`src/rtl/l2lc_pkg.sv`:
```
package l2lc_pkg;

  typedef enum logic [1:0] {
    LN_CLEAN  = 2'd0,
    LN_MOD    = 2'd1,
    LN_DIRTY  = 2'd2,
    LN_WAITWB = 2'd3
  } line_st_e;

  typedef enum logic [1:0] {
    ACT_RESP = 2'd0,
    ACT_FWD  = 2'd1,
    ACT_WB   = 2'd2,
    ACT_PARK = 2'd3
  } act_e;

  localparam logic [1:0] OPC_LOAD   = 2'd0;
  localparam logic [1:0] OPC_STORE  = 2'd1;
  localparam logic [1:0] OPC_ATOMIC = 2'd2;

  // parked entry layout: {id, op, full, l1_bypass, sys_bypass}
  localparam int FLAG_BITS = 5;

endpackage

```
`src/rtl/l2lc_decide.sv`:
```
module l2lc_decide
  import l2lc_pkg::*;
(
  input  logic [1:0] op,
  input  logic       full,
  input  logic       sysb,
  input  line_st_e   st,
  output act_e       act,
  output line_st_e   nst
);

  logic goes_down;

  always_comb begin
    goes_down = (op == OPC_ATOMIC) || (op == OPC_STORE && sysb);
    act = ACT_RESP;
    nst = st;
    if (st == LN_WAITWB) begin
      act = ACT_PARK;
    end else if (goes_down) begin
      if (st == LN_CLEAN) act = ACT_FWD;
      else begin
        act = ACT_WB;
        nst = LN_WAITWB;
      end
    end else if (op == OPC_STORE) begin
      act = ACT_RESP;
      nst = full ? LN_MOD : LN_DIRTY;
    end else if (st == LN_DIRTY) begin
      act = ACT_WB;
      nst = LN_WAITWB;
    end
  end

endmodule

```
`src/rtl/l2lc_line_tbl.sv`:
```
module l2lc_line_tbl
  import l2lc_pkg::*;
#(
  parameter int AW = 4,
  localparam int NLINES = 1 << AW
)(
  input  logic          clk,
  input  logic          rst,
  input  logic          wr_en,
  input  logic [AW-1:0] wr_addr,
  input  line_st_e      wr_st,
  input  logic          ack_en,
  input  logic [AW-1:0] ack_addr,
  output line_st_e      st_o [NLINES]
);

  line_st_e st [NLINES];

  always_ff @(posedge clk) begin
    if (rst) begin
      for (int i = 0; i < NLINES; i++) st[i] <= LN_CLEAN;
    end else begin
      if (wr_en)  st[wr_addr]  <= wr_st;
      if (ack_en) st[ack_addr] <= LN_CLEAN;
    end
  end

  always_comb begin
    for (int i = 0; i < NLINES; i++) st_o[i] = st[i];
  end

  AST_ACK_WAITING: assert property (@(posedge clk) disable iff (rst)
    ack_en |-> st[ack_addr] == LN_WAITWB);
  AST_WR_ACK_APART: assert property (@(posedge clk) disable iff (rst)
    (wr_en && ack_en) |-> wr_addr != ack_addr);

endmodule

```
`src/rtl/l2lc_stall_buf.sv`:
```
module l2lc_stall_buf #(
  parameter int AW    = 4,
  parameter int NSLOT = 4,
  parameter int DEPTH = 4,
  parameter int RW    = 9,
  localparam int SW = $clog2(NSLOT),
  localparam int DW = $clog2(DEPTH),
  localparam int CW = $clog2(DEPTH + 1)
)(
  input  logic          clk,
  input  logic          rst,
  input  logic [AW-1:0] lk_addr,
  output logic          any_free,
  output logic          any_full,
  input  logic          push_en,
  input  logic [RW-1:0] push_data,
  input  logic          ack_en,
  input  logic [AW-1:0] ack_addr,
  output logic          rp_valid,
  output logic [AW-1:0] rp_addr,
  output logic [RW-1:0] rp_data,
  input  logic          rp_pop,
  input  logic          rp_stop
);

  logic [NSLOT-1:0] s_v, s_d;
  logic [AW-1:0]    s_a [NSLOT];
  logic [DW-1:0]    s_h [NSLOT];
  logic [DW-1:0]    s_t [NSLOT];
  logic [CW-1:0]    s_c [NSLOT];
  logic [RW-1:0]    mem [NSLOT*DEPTH];

  logic          lk_hit, ack_hit;
  logic [SW-1:0] lk_idx, free_idx, ack_idx, rp_sel, push_idx;

  always_comb begin
    lk_hit = 1'b0; lk_idx = '0; any_free = 1'b0; free_idx = '0;
    ack_hit = 1'b0; ack_idx = '0; any_full = 1'b0;
    rp_valid = 1'b0; rp_sel = '0;
    for (int i = NSLOT - 1; i >= 0; i--) begin
      if (s_v[i] && s_a[i] == lk_addr) begin lk_hit = 1'b1; lk_idx = SW'(i); end
      if (!s_v[i]) begin any_free = 1'b1; free_idx = SW'(i); end
      if (s_v[i] && s_a[i] == ack_addr) begin ack_hit = 1'b1; ack_idx = SW'(i); end
      if (s_v[i] && s_c[i] == CW'(DEPTH)) any_full = 1'b1;
      if (s_d[i]) begin rp_valid = 1'b1; rp_sel = SW'(i); end
    end
    push_idx = lk_hit ? lk_idx : free_idx;
    rp_addr  = s_a[rp_sel];
    rp_data  = mem[{rp_sel, s_h[rp_sel]}];
  end

  always_ff @(posedge clk) begin
    if (rst) begin
      s_v <= '0;
      s_d <= '0;
      for (int i = 0; i < NSLOT; i++) begin
        s_a[i] <= '0; s_h[i] <= '0; s_t[i] <= '0; s_c[i] <= '0;
      end
    end else begin
      if (push_en) begin
        if (!lk_hit) begin
          s_v[push_idx] <= 1'b1;
          s_a[push_idx] <= lk_addr;
        end
        s_t[push_idx] <= s_t[push_idx] + 1'b1;
        s_c[push_idx] <= s_c[push_idx] + 1'b1;
      end
      if (ack_en && ack_hit) s_d[ack_idx] <= 1'b1;
      if (rp_pop) begin
        s_h[rp_sel] <= s_h[rp_sel] + 1'b1;
        s_c[rp_sel] <= s_c[rp_sel] - 1'b1;
        if (s_c[rp_sel] == CW'(1)) begin
          s_v[rp_sel] <= 1'b0;
          s_d[rp_sel] <= 1'b0;
        end
      end
      if (rp_stop) s_d[rp_sel] <= 1'b0;
    end
  end

  always_ff @(posedge clk) begin
    if (push_en) mem[{push_idx, s_t[push_idx]}] <= push_data;
  end

  AST_NO_OVERFLOW: assert property (@(posedge clk) disable iff (rst)
    push_en |-> (lk_hit ? (s_c[lk_idx] < CW'(DEPTH)) : any_free));
  AST_POP_HAS_HEAD: assert property (@(posedge clk) disable iff (rst)
    rp_pop |-> (rp_valid && s_c[rp_sel] != '0));

endmodule

```
`src/rtl/l2lc_ctrl.sv`:
```
module l2lc_ctrl
  import l2lc_pkg::*;
#(
  parameter int AW    = 4,
  parameter int IDW   = 4,
  parameter int NSLOT = 4,
  parameter int DEPTH = 4
)(
  input  logic           clk,
  input  logic           rst,
  input  logic           req_valid,
  output logic           req_ready,
  input  logic [1:0]     req_op,
  input  logic [AW-1:0]  req_addr,
  input  logic [IDW-1:0] req_id,
  input  logic           req_full,
  input  logic           req_l1_bypass,
  input  logic           req_sys_bypass,
  output logic           wb_valid,
  output logic [AW-1:0]  wb_addr,
  input  logic           wb_ack,
  input  logic [AW-1:0]  wb_ack_addr,
  output logic           fwd_valid,
  output logic [AW-1:0]  fwd_addr,
  output logic [IDW-1:0] fwd_id,
  output logic [1:0]     fwd_op,
  output logic           resp_valid,
  output logic [AW-1:0]  resp_addr,
  output logic [IDW-1:0] resp_id,
  output logic           resp_l1_nocache,
  output logic           resp_l2_nocache
);

  localparam int RW     = IDW + FLAG_BITS;
  localparam int NLINES = 1 << AW;

  line_st_e       st [NLINES];
  logic           any_free, any_full, rp_valid;
  logic [AW-1:0]  rp_addr;
  logic [RW-1:0]  rp_data, in_data, cur_data;
  logic [AW-1:0]  cur_addr;
  logic           cur_go;
  logic [IDW-1:0] c_id;
  logic [1:0]     c_op;
  logic           c_full, c_l1b, c_sysb;
  act_e           act;
  line_st_e       nst;

  assign req_ready = !rp_valid && any_free && !any_full;
  assign in_data   = {req_id, req_op, req_full, req_l1_bypass, req_sys_bypass};
  assign cur_data  = rp_valid ? rp_data : in_data;
  assign cur_addr  = rp_valid ? rp_addr : req_addr;
  assign cur_go    = rp_valid || (req_valid && req_ready);
  assign {c_id, c_op, c_full, c_l1b, c_sysb} = cur_data;

  l2lc_decide u_decide (
    .op(c_op), .full(c_full), .sysb(c_sysb), .st(st[cur_addr]),
    .act(act), .nst(nst)
  );

  l2lc_line_tbl #(.AW(AW)) u_lines (
    .clk(clk), .rst(rst),
    .wr_en(cur_go && (act == ACT_RESP || act == ACT_WB)),
    .wr_addr(cur_addr), .wr_st(nst),
    .ack_en(wb_ack), .ack_addr(wb_ack_addr),
    .st_o(st)
  );

  l2lc_stall_buf #(.AW(AW), .NSLOT(NSLOT), .DEPTH(DEPTH), .RW(RW)) u_park (
    .clk(clk), .rst(rst),
    .lk_addr(req_addr), .any_free(any_free), .any_full(any_full),
    .push_en(!rp_valid && cur_go && (act == ACT_WB || act == ACT_PARK)),
    .push_data(in_data),
    .ack_en(wb_ack), .ack_addr(wb_ack_addr),
    .rp_valid(rp_valid), .rp_addr(rp_addr), .rp_data(rp_data),
    .rp_pop(rp_valid && act != ACT_WB && act != ACT_PARK),
    .rp_stop(rp_valid && act == ACT_WB)
  );

  always_ff @(posedge clk) begin
    if (rst) begin
      wb_valid <= 1'b0; fwd_valid <= 1'b0; resp_valid <= 1'b0;
      wb_addr <= '0; fwd_addr <= '0; fwd_id <= '0; fwd_op <= '0;
      resp_addr <= '0; resp_id <= '0;
      resp_l1_nocache <= 1'b0; resp_l2_nocache <= 1'b0;
    end else begin
      wb_valid   <= cur_go && act == ACT_WB;
      fwd_valid  <= cur_go && act == ACT_FWD;
      resp_valid <= cur_go && act == ACT_RESP;
      wb_addr    <= cur_addr;
      fwd_addr   <= cur_addr;
      fwd_id     <= c_id;
      fwd_op     <= c_op;
      resp_addr  <= cur_addr;
      resp_id    <= c_id;
      resp_l1_nocache <= c_l1b | c_sysb;
      resp_l2_nocache <= c_sysb;
    end
  end

  AST_WB_TARGET: assert property (@(posedge clk) disable iff (rst)
    wb_valid |-> st[wb_addr] == LN_WAITWB);
  AST_FWD_CLEAN: assert property (@(posedge clk) disable iff (rst)
    fwd_valid |-> st[fwd_addr] == LN_CLEAN);
  AST_RESP_SETTLED: assert property (@(posedge clk) disable iff (rst)
    resp_valid |-> st[resp_addr] != LN_WAITWB);
  AST_ONE_OUTPUT: assert property (@(posedge clk) disable iff (rst)
    $countones({wb_valid, fwd_valid, resp_valid}) <= 1);

endmodule

```
`config.mk`:
```
export PLATFORM = sky130hd
export DESIGN_NAME = l2lc_ctrl
export DESIGN_NICKNAME = d
export VERILOG_FILES = /design/src/rtl/l2lc_pkg.sv /design/src/rtl/l2lc_decide.sv /design/src/rtl/l2lc_line_tbl.sv /design/src/rtl/l2lc_stall_buf.sv /design/src/rtl/l2lc_ctrl.sv
export SDC_FILE = /design/constraint.sdc
export NUM_CORES = 1
export LEC_CHECK = 0
export BUFFER_PORTS_ARGS = -buffer_cell sky130_fd_sc_hd__buf_2
export CAP_MARGIN = 20
export CORE_MARGIN = 2
export CORE_UTILIZATION = 65
export CTS_BUF_LIST = sky130_fd_sc_hd__clkbuf_2 sky130_fd_sc_hd__clkbuf_4 sky130_fd_sc_hd__clkbuf_8
export DETAILED_ROUTE_END_ITERATION = 8
export PLACE_DENSITY = 0.83
export SLEW_MARGIN = 5
export SYNTH_ARGS = -nofsm -noshare
export SYNTH_HDL_FRONTEND = slang
export SYNTH_SLANG_ARGS = --single-unit
```
`constraint.sdc`:
```
create_clock -name clk -period 7 [get_ports clk]
set_input_delay 1.05 -clock clk [delete_from_list [all_inputs] [get_ports clk]]
set_output_delay 1.05 -clock clk [all_outputs]
set_load 0.1 [all_outputs]
```
# [After elaboration in Yosys (flattened, before gate mapping)]
# Memory sizes are Yosys's and may differ from the RTL's.
# Index checks and enable logic that the tools add are counted.
[totals] reg_bits=23 ramBits=220 word_cells=211 n_memories=6
[mem_list] memory="u_park.mem" depth=16 word_bits=9 rd=1 rd_clocked_by_memory_dff=0 write_ports=1 line_no="l2lc_stall_buf.sv:31" text="logic [RW-1:0] mem [NSLOT*DEPTH];"
[mem_list] memory="u_lines.st" depth=16 word_bits=2 rd=16 rd_clocked_by_memory_dff=0 write_ports=16 line_no="l2lc_line_tbl.sv:17" text="line_st_e st [NLINES];"
[mem_list] memory="u_park.s_a" depth=4 word_bits=4 rd=5 rd_clocked_by_memory_dff=0 write_ports=4 line_no="l2lc_stall_buf.sv:27" text="logic [AW-1:0] s_a [NSLOT];"
[mem_list] memory="u_park.s_c" depth=4 word_bits=3 rd=6 rd_clocked_by_memory_dff=0 write_ports=4 line_no="l2lc_stall_buf.sv:30" text="logic [CW-1:0] s_c [NSLOT];"
[mem_list] memory="u_park.s_h" depth=4 word_bits=2 rd=1 rd_clocked_by_memory_dff=0 write_ports=4 line_no="l2lc_stall_buf.sv:28" text="logic [DW-1:0] s_h [NSLOT];"
[mem_list] memory="u_park.s_t" depth=4 word_bits=2 rd=1 rd_clocked_by_memory_dff=0 write_ports=4 line_no="l2lc_stall_buf.sv:29" text="logic [DW-1:0] s_t [NSLOT];"
[op_classes] add_sub_neg=4 order_cmp=7 eq_ne=22 mux=110 n_bitwise=8 reduce_logical=44
[ops] cell="2-bit 2-to-1 mux" count=39
[ops] cell="4-bit 2-to-1 mux" count=15
[ops] cell="1-bit 2-to-1 mux" count=49
[ops] cell="4-bit equality test" count=8
[ops] cell="1-bit logical AND" count=29
[ops] cell="4-bit AND" count=3
[ops] cell="3-bit equality test (second input constant)" count=4
[ops] cell="2-bit equality test (second input constant)" count=5
[ops] cell="2-bit by 3-bit < comparator with 1-bit output (second input constant)" count=3
[ops] cell="9-bit 2-to-1 mux" count=1
[ops] cell="2-bit binary-select mux with 4-bit select" count=1
[ops] cell="4-bit bitwise OR" count=2
[ops] cell="2-bit OR reduction" count=4
[ops] cell="1-bit demux with 2-bit select" count=3
[ops] cell="2-bit by 1-bit greater-or-equal comparator with 1-bit output (second input constant)" count=3
[ops] cell="3-bit 2-to-1 mux" count=2
[ops] cell="3-bit OR reduction" count=2
[ops] cell="5-bit greater-or-equal comparator (second input constant)" count=1
[ops] cell="4-bit NOT with 5-bit output" count=1
[ops] cell="2-bit by 1-bit adder with 2-bit output (second input constant)" count=2
[ops] cell="2-bit by 1-bit equality test with 1-bit output (second input constant)" count=2
[ops] cell="2-bit zero test" count=2
[ops] cell="1-bit logical OR" count=4
[ops] cell="2-bit != test (second input constant)" count=2
[ops] cell="7 further kinds" count=8

# [Longest topological paths before layout]
# An unclocked memory read counts as a cell.
[logic_depth] ltp_word=24 ltp_mapped=16 mapped_depth_nobuf=12

# [By module]
# From an unflattened synthesis, not the netlist that was laid out.
[unflattened] hier_cells=947 hier_area_um2=11897.7
[by_module_without_submodules] mod="l2lc_stall_buf" n_inst=1 cells_per_inst=618 area_each_um2=9032.4
[by_module_without_submodules] mod="l2lc_line_tbl" n_inst=1 cells_per_inst=215 area_each_um2=1776.7
[by_module_without_submodules] mod="l2lc_ctrl" n_inst=1 cells_per_inst=96 area_each_um2=973.4
[by_module_without_submodules] mod="l2lc_decide" n_inst=1 cells_per_inst=18 area_each_um2=115.1

# [Worst setup path after synthesis]
# No wires, ideal clock.
[synth_timing] path_kind="reg2reg" startpoint="reg u_park.s_d[0]" endpoint="mem u_park.mem[0][0], enable pin" arrival_ns=4.453 setup_slack_ns=2.209 stages_incl_launch_ff=13 n_path_buf=5 synth_period_minus_slack_ns=4.791 cell_sequence="dfxtp_1 > buf_2 > clkbuf_1 > or4_1 > clkbuf_1 > a31oi_1 > nand3_1 > a21oi_1 > nand2_1 > and3b_1 > buf_2 > clkbuf_1 > and3_1"
[synth_lines] element="start: declaration" line_no="l2lc_stall_buf.sv:26" text="logic [NSLOT-1:0] s_v, s_d;"
[synth_lines] element="start signal: assignment" line_no="l2lc_stall_buf.sv:55" text="s_d <= '0;"
[synth_lines] element="start signal: indexed assignment" line_no="l2lc_stall_buf.sv:68" text="if (ack_en && ack_hit) s_d[ack_idx] <= 1'b1;"
[synth_lines] element="start signal: indexed assignment" line_no="l2lc_stall_buf.sv:74" text="s_d[rp_sel] <= 1'b0;"
[synth_lines] element="1-bit 2-to-1 mux" line_no="l2lc_stall_buf.sv:45" text="if (s_d[i]) begin rp_valid = 1'b1; rp_sel = SW'(i); end"
[synth_lines] element="1-bit zero test" line_no="l2lc_ctrl.sv:49" text="assign req_ready = !rp_valid && any_free && !any_full;"
[synth_lines] element="1-bit logical AND (2 in a row)" line_no="l2lc_ctrl.sv:49"
[synth_lines] element="net req_ready" line_no="l2lc_ctrl.sv:12" text="output logic req_ready,"
[synth_lines] element="1-bit logical AND" line_no="l2lc_ctrl.sv:53" text="assign cur_go = rp_valid || (req_valid && req_ready);"
[synth_lines] element="1-bit logical OR" line_no="l2lc_ctrl.sv:53"
[synth_lines] element="1-bit logical AND (2 in a row)" line_no="l2lc_ctrl.sv:72" text=".push_en(!rp_valid && cur_go && (act == ACT_WB || act == ACT_PARK)),"
[synth_lines] element="1-bit 2-to-1 mux" line_no="l2lc_stall_buf.sv:82" text="if (push_en) mem[{push_idx, s_t[push_idx]}] <= push_data;"
[synth_lines] element="1-bit 2-to-1 mux (not written as such)" line_no="l2lc_stall_buf.sv:82"
[synth_lines] element="end: declaration" line_no="l2lc_stall_buf.sv:31"
# The timed path passes the listed nets, and every way through them passes these cells. The select of a mux whose other input is x is not followed.

==> summary.txt <==
Run status
  • Status: complete, no violations

Die
  • Num ports: 49
  • Initial Util: 65.8%
  • Die H: about 140 um
  • Die width: 138 um
  • Core box area: 17800 sq um
  • Row cnt: 49
  • Die ar.: 19200 sq um

Clock network
  • Setup Buffers After CTS: 0
  • CTS resizes: 0
  • TritonCTS clock tree: yes
  • CTS Buffer Depth: 3
  • CTS Hold Bufs: 0
  • Clock transition at the registers of the reported paths: 0.07 ns
  • Clk Latency, worst-skew pair: 0.56 ns
  • TritonCTS Buffers: 40
  • CTS sink count: about 240
  • # H-tree levels: 2
  • CTS root buffer: clkbuf_8

Synthesis
  • Syn. warnings: 0
  • Synth Flop Type: edfxtp_1
  • Area fraction of the dominant cell type after synthesis: slightly below 50%
  • Distinct cells, synth: 71
  • Synth top area cells: edfxtp_1 48%, dfxtp_1 9.4%, nand2_1 4.0%
  • EDFF count, synth: between 150 and 200
  • Sequential-to-total area share from yosys stat: between 50% and 60%
  • Seq cells post-synth: 243
  • Mapped Area: 11700 sq um
  • Cell count after synthesis: 1067
  • Avg Cell Area, Syn: 11.0 sq um
  • Cell taking the most area after synthesis: edfxtp_1
  • Syn nets: ~1100
  • Async SR Flop Fraction: 0%

Setup path
  • Critical path's top delay family: compound AO/OA/AOI/OAI gates
  • Critical R2R Capture: u_park.s_c[0][2]
  • Setup crit end: u_park.s_c[0][2]
  • Worst Setup Path Type: reg2reg
  • Most frequent CP cell: a31oi_1
  • WP buf/inv: 1
  • Critical path required time: 7.26 ns
  • WP depth: 12
  • Crit path launch: u_park.s_d[1]
  • CP max stage cell: dfxtp_1
  • CP peak stage delay: 0.73 ns
  • R2r startpoint: u_park.s_d[1]
  • Crit path launch type: register
  • CP cell instances: nor3_2 > or2_1 > a21oi_4 > buf_4 > mux2_2 > a221oi_1 > a31oi_1 > o21bai_1 > a211o_2 > and2_1 > a31oi_1 > nand2b_1
  • Crit. End Element: register
  • Cell depth of the worst flop-to-flop path: 12
  • Reg2Reg Setup Slack: 1.34 ns
  • Worst-path maximum fanout: 31
  • Data arrival time of the worst path: 5.93 ns

Detailed routing
  • Drt first pass iters: 5
  • Vias per cell: ~6.9
  • Vias: 9291
  • Post-route DRC violation count: 0
  • Post-DRT Antenna Nets: 0
  • Avg WL per Cell: 23.4 um
  • Drt total wl: between 30 and 40 mm
  • Initial DRC count: roughly 1800

Min path
  • Hold Path Depth: 2
  • HP Class: reg2reg

Power and ir drop
  • PD cells: 257 nW/um^2
  • P_sw: 872 uW
  • Register share of total power: 48.7%
  • Logic gate share of total power: between 10% and 20%
  • P_leak: 4.72 nW
  • Internal: approximately 2.4 mW
  • Net Sw Frac: 26.4%
  • Peak supply drop: between 150 and 200 uV
  • Clock Power Share: about two fifths

Layout
  • Nets: 1118
  • Most frequent cells in the layout: 188 x edfxtp_1, 125 x nand2_1, 98 x nor2_1
  • # fillers: 1214
  • Share of cells above drive strength 1: 13.5%
  • Most common cell after layout, fill and taps aside: edfxtp_1
  • Synth-to-layout area growth: 9.32%
  • Core Util, Final: 71.9%

STA
  • Setup violations, final: 0
  • Worst Tran Pin Value: about 1.0 ns
  • Unrepaired setup endpoints after global routing: false
  • Fmax: 0.177 GHz
  • Worst Setup Slack, final: 1.34 ns
  • Final Hold Fails: 0
  • Setup TNS: 0 ns
  • Skew final: 0.0270 ns
  • Tmin final: 5.66 ns
  • Rel. slew slack: between 30% and 40%
  • Final Cycle Share: 80.9%
  • Final Max Tran Viols: 0

Placed design
  • DP Worst Slack: 1.35 ns
  • GPL Wtd Cong: 0.925
  • Port Buffers: 48
  • Dpl hpwl: 20.8 mm

GRT
  • Total grt overflow: 0
  • GRT Resource Usage Total: 32.5%
  • Largest net degree at the start of global routing: between 60 and 70
  • First-pass GRT wire length: ~48 mm
  • Number of global-route vias before repair: 8825
  • Initial antenna violation count: 2

Job
  • Max_cap viols: 0
## cell families (layout without fill, tap and decap cells)
logic type,count (synthesis),count (layout),share of synthesized area [%]
AND/OR/NAND/NOR,460,460,19.4
flip-flops,243,243,57.5
AO/OA/AOI/OAI,196,196,12.1
buffers and inverters,97,151,4.02
multiplexers,35,35,4.12
XOR/XNOR,29,29,2.16
adder cells (fa/ha/maj),7,7,0.746
other,0,2,0
## how the worst min path moves through the flow
stage,start,to,slack (ns)
finish,u_lines.st[8][1],u_lines.st[8][1],0.48
global route,u_lines.st[8][1],u_lines.st[8][1],0.50
CTS,u_lines.st[8][1],u_lines.st[8][1],0.48
detailed placement,u_lines.st[8][1],u_lines.st[8][1],0.46
global placement,u_lines.st[4][1],u_lines.st[4][1],0.46
floorplan,u_lines.st[12][1],u_lines.st[12][1],0.45
## area by class of cell
type,instances,area [sq um],area share [%]
multi-input cells,727,4540,35.4
clock inverters,20,183,1.42
clock buffers,53,686,5.34
flip-flops and latches,243,6750,52.6
inverters,22,82.6,0.643
repair buffers,56,308,2.40
diodes,2,5.00,0.0390
well taps,229,287,2.23
## through the flow
stage / hold slack, ns / area [sq um] / std cells / total power, mW
finish: 0.480 / 12800 / 1352 / 3.30
global route: 0.498 / 12800 / 1350 / 3.37
CTS: 0.481 / 12800 / 1349 / 3.28
detailed placement: 0.464 / 11900 / 1276 / 1.96
global placement: 0.464 / 11900 / 1276 / 1.95
floorplan: 0.450 / 11700 / 1067 / 1.87
## sequential cells by signal, indices dropped and copies added (netlist names)
| name | count |
|---|---|
| u_park.s_c | 12 |
| u_park.s_h | 8 |
| resp_valid | 1 |
| u_lines.st | 32 |
| resp_l1_nocache | 1 |
| resp_l2_nocache | 1 |
| resp_addr | 4 |
| u_park.s_t | 8 |
| u_park.mem | 144 |
| fwd_valid | 1 |
| fwd_op | 2 |
| u_park.s_a | 16 |
| wb_valid | 1 |
| u_park.s_v | 4 |
| resp_id | 4 |
| u_park.s_d | 4 |
## power by group through the flow
stage                     clock (mW)  sequential, mW  combinational (mW)
after CTS                       1.35            1.60               0.327
after global routing            1.41            1.61               0.354
after global placement             0            1.63               0.320
after detailed placement           0            1.63               0.326
after floorplan                    0            1.66               0.208
final                           1.35            1.60               0.337
## worst min-delay path, stage by stage (launching register included)
cell	delay [ns]
dfxtp_1	0.31
nand2b_1	0.06
a211oi_1	0.06
## cell usage after synthesis (7+ instances only)
| library cell | count |
|---|---|
| edfxtp_1 | 188 |
| a31oi_1 | 9 |
| and2_1 | 12 |
| a211oi_1 | 36 |
| nor3_1 | 13 |
| a221oi_1 | 15 |
| dfxtp_1 | 55 |
| a21oi_1 | 38 |
| mux2i_1 | 21 |
| o21a_1 | 17 |
| nand4_1 | 22 |
| buf_4 | 15 |
| nor2_1 | 99 |
| xnor2_1 | 12 |
| xor2_1 | 17 |
| and3_1 | 25 |
| o21ai_0 | 12 |
| nor4_1 | 10 |
| nand2b_1 | 46 |
| inv_1 | 22 |
| a21o_1 | 10 |
| ha_1 | 7 |
| buf_2 | 11 |
| nand3_1 | 73 |
| clkbuf_1 | 41 |
| nand2_1 | 125 |
## routing by layer
layer	routed length (um)	up-vias	global-route usage [%]	share of wire, %
li1	-	4001	-	-
met3	4300	125	7.66	14
met4	1300	0	15.1	4.1
met2	14200	767	48.7	45
met5	0	-	0	0
met1	11800	4398	45.7	37
No activity file was read; power rests on OpenSTA's default activity.
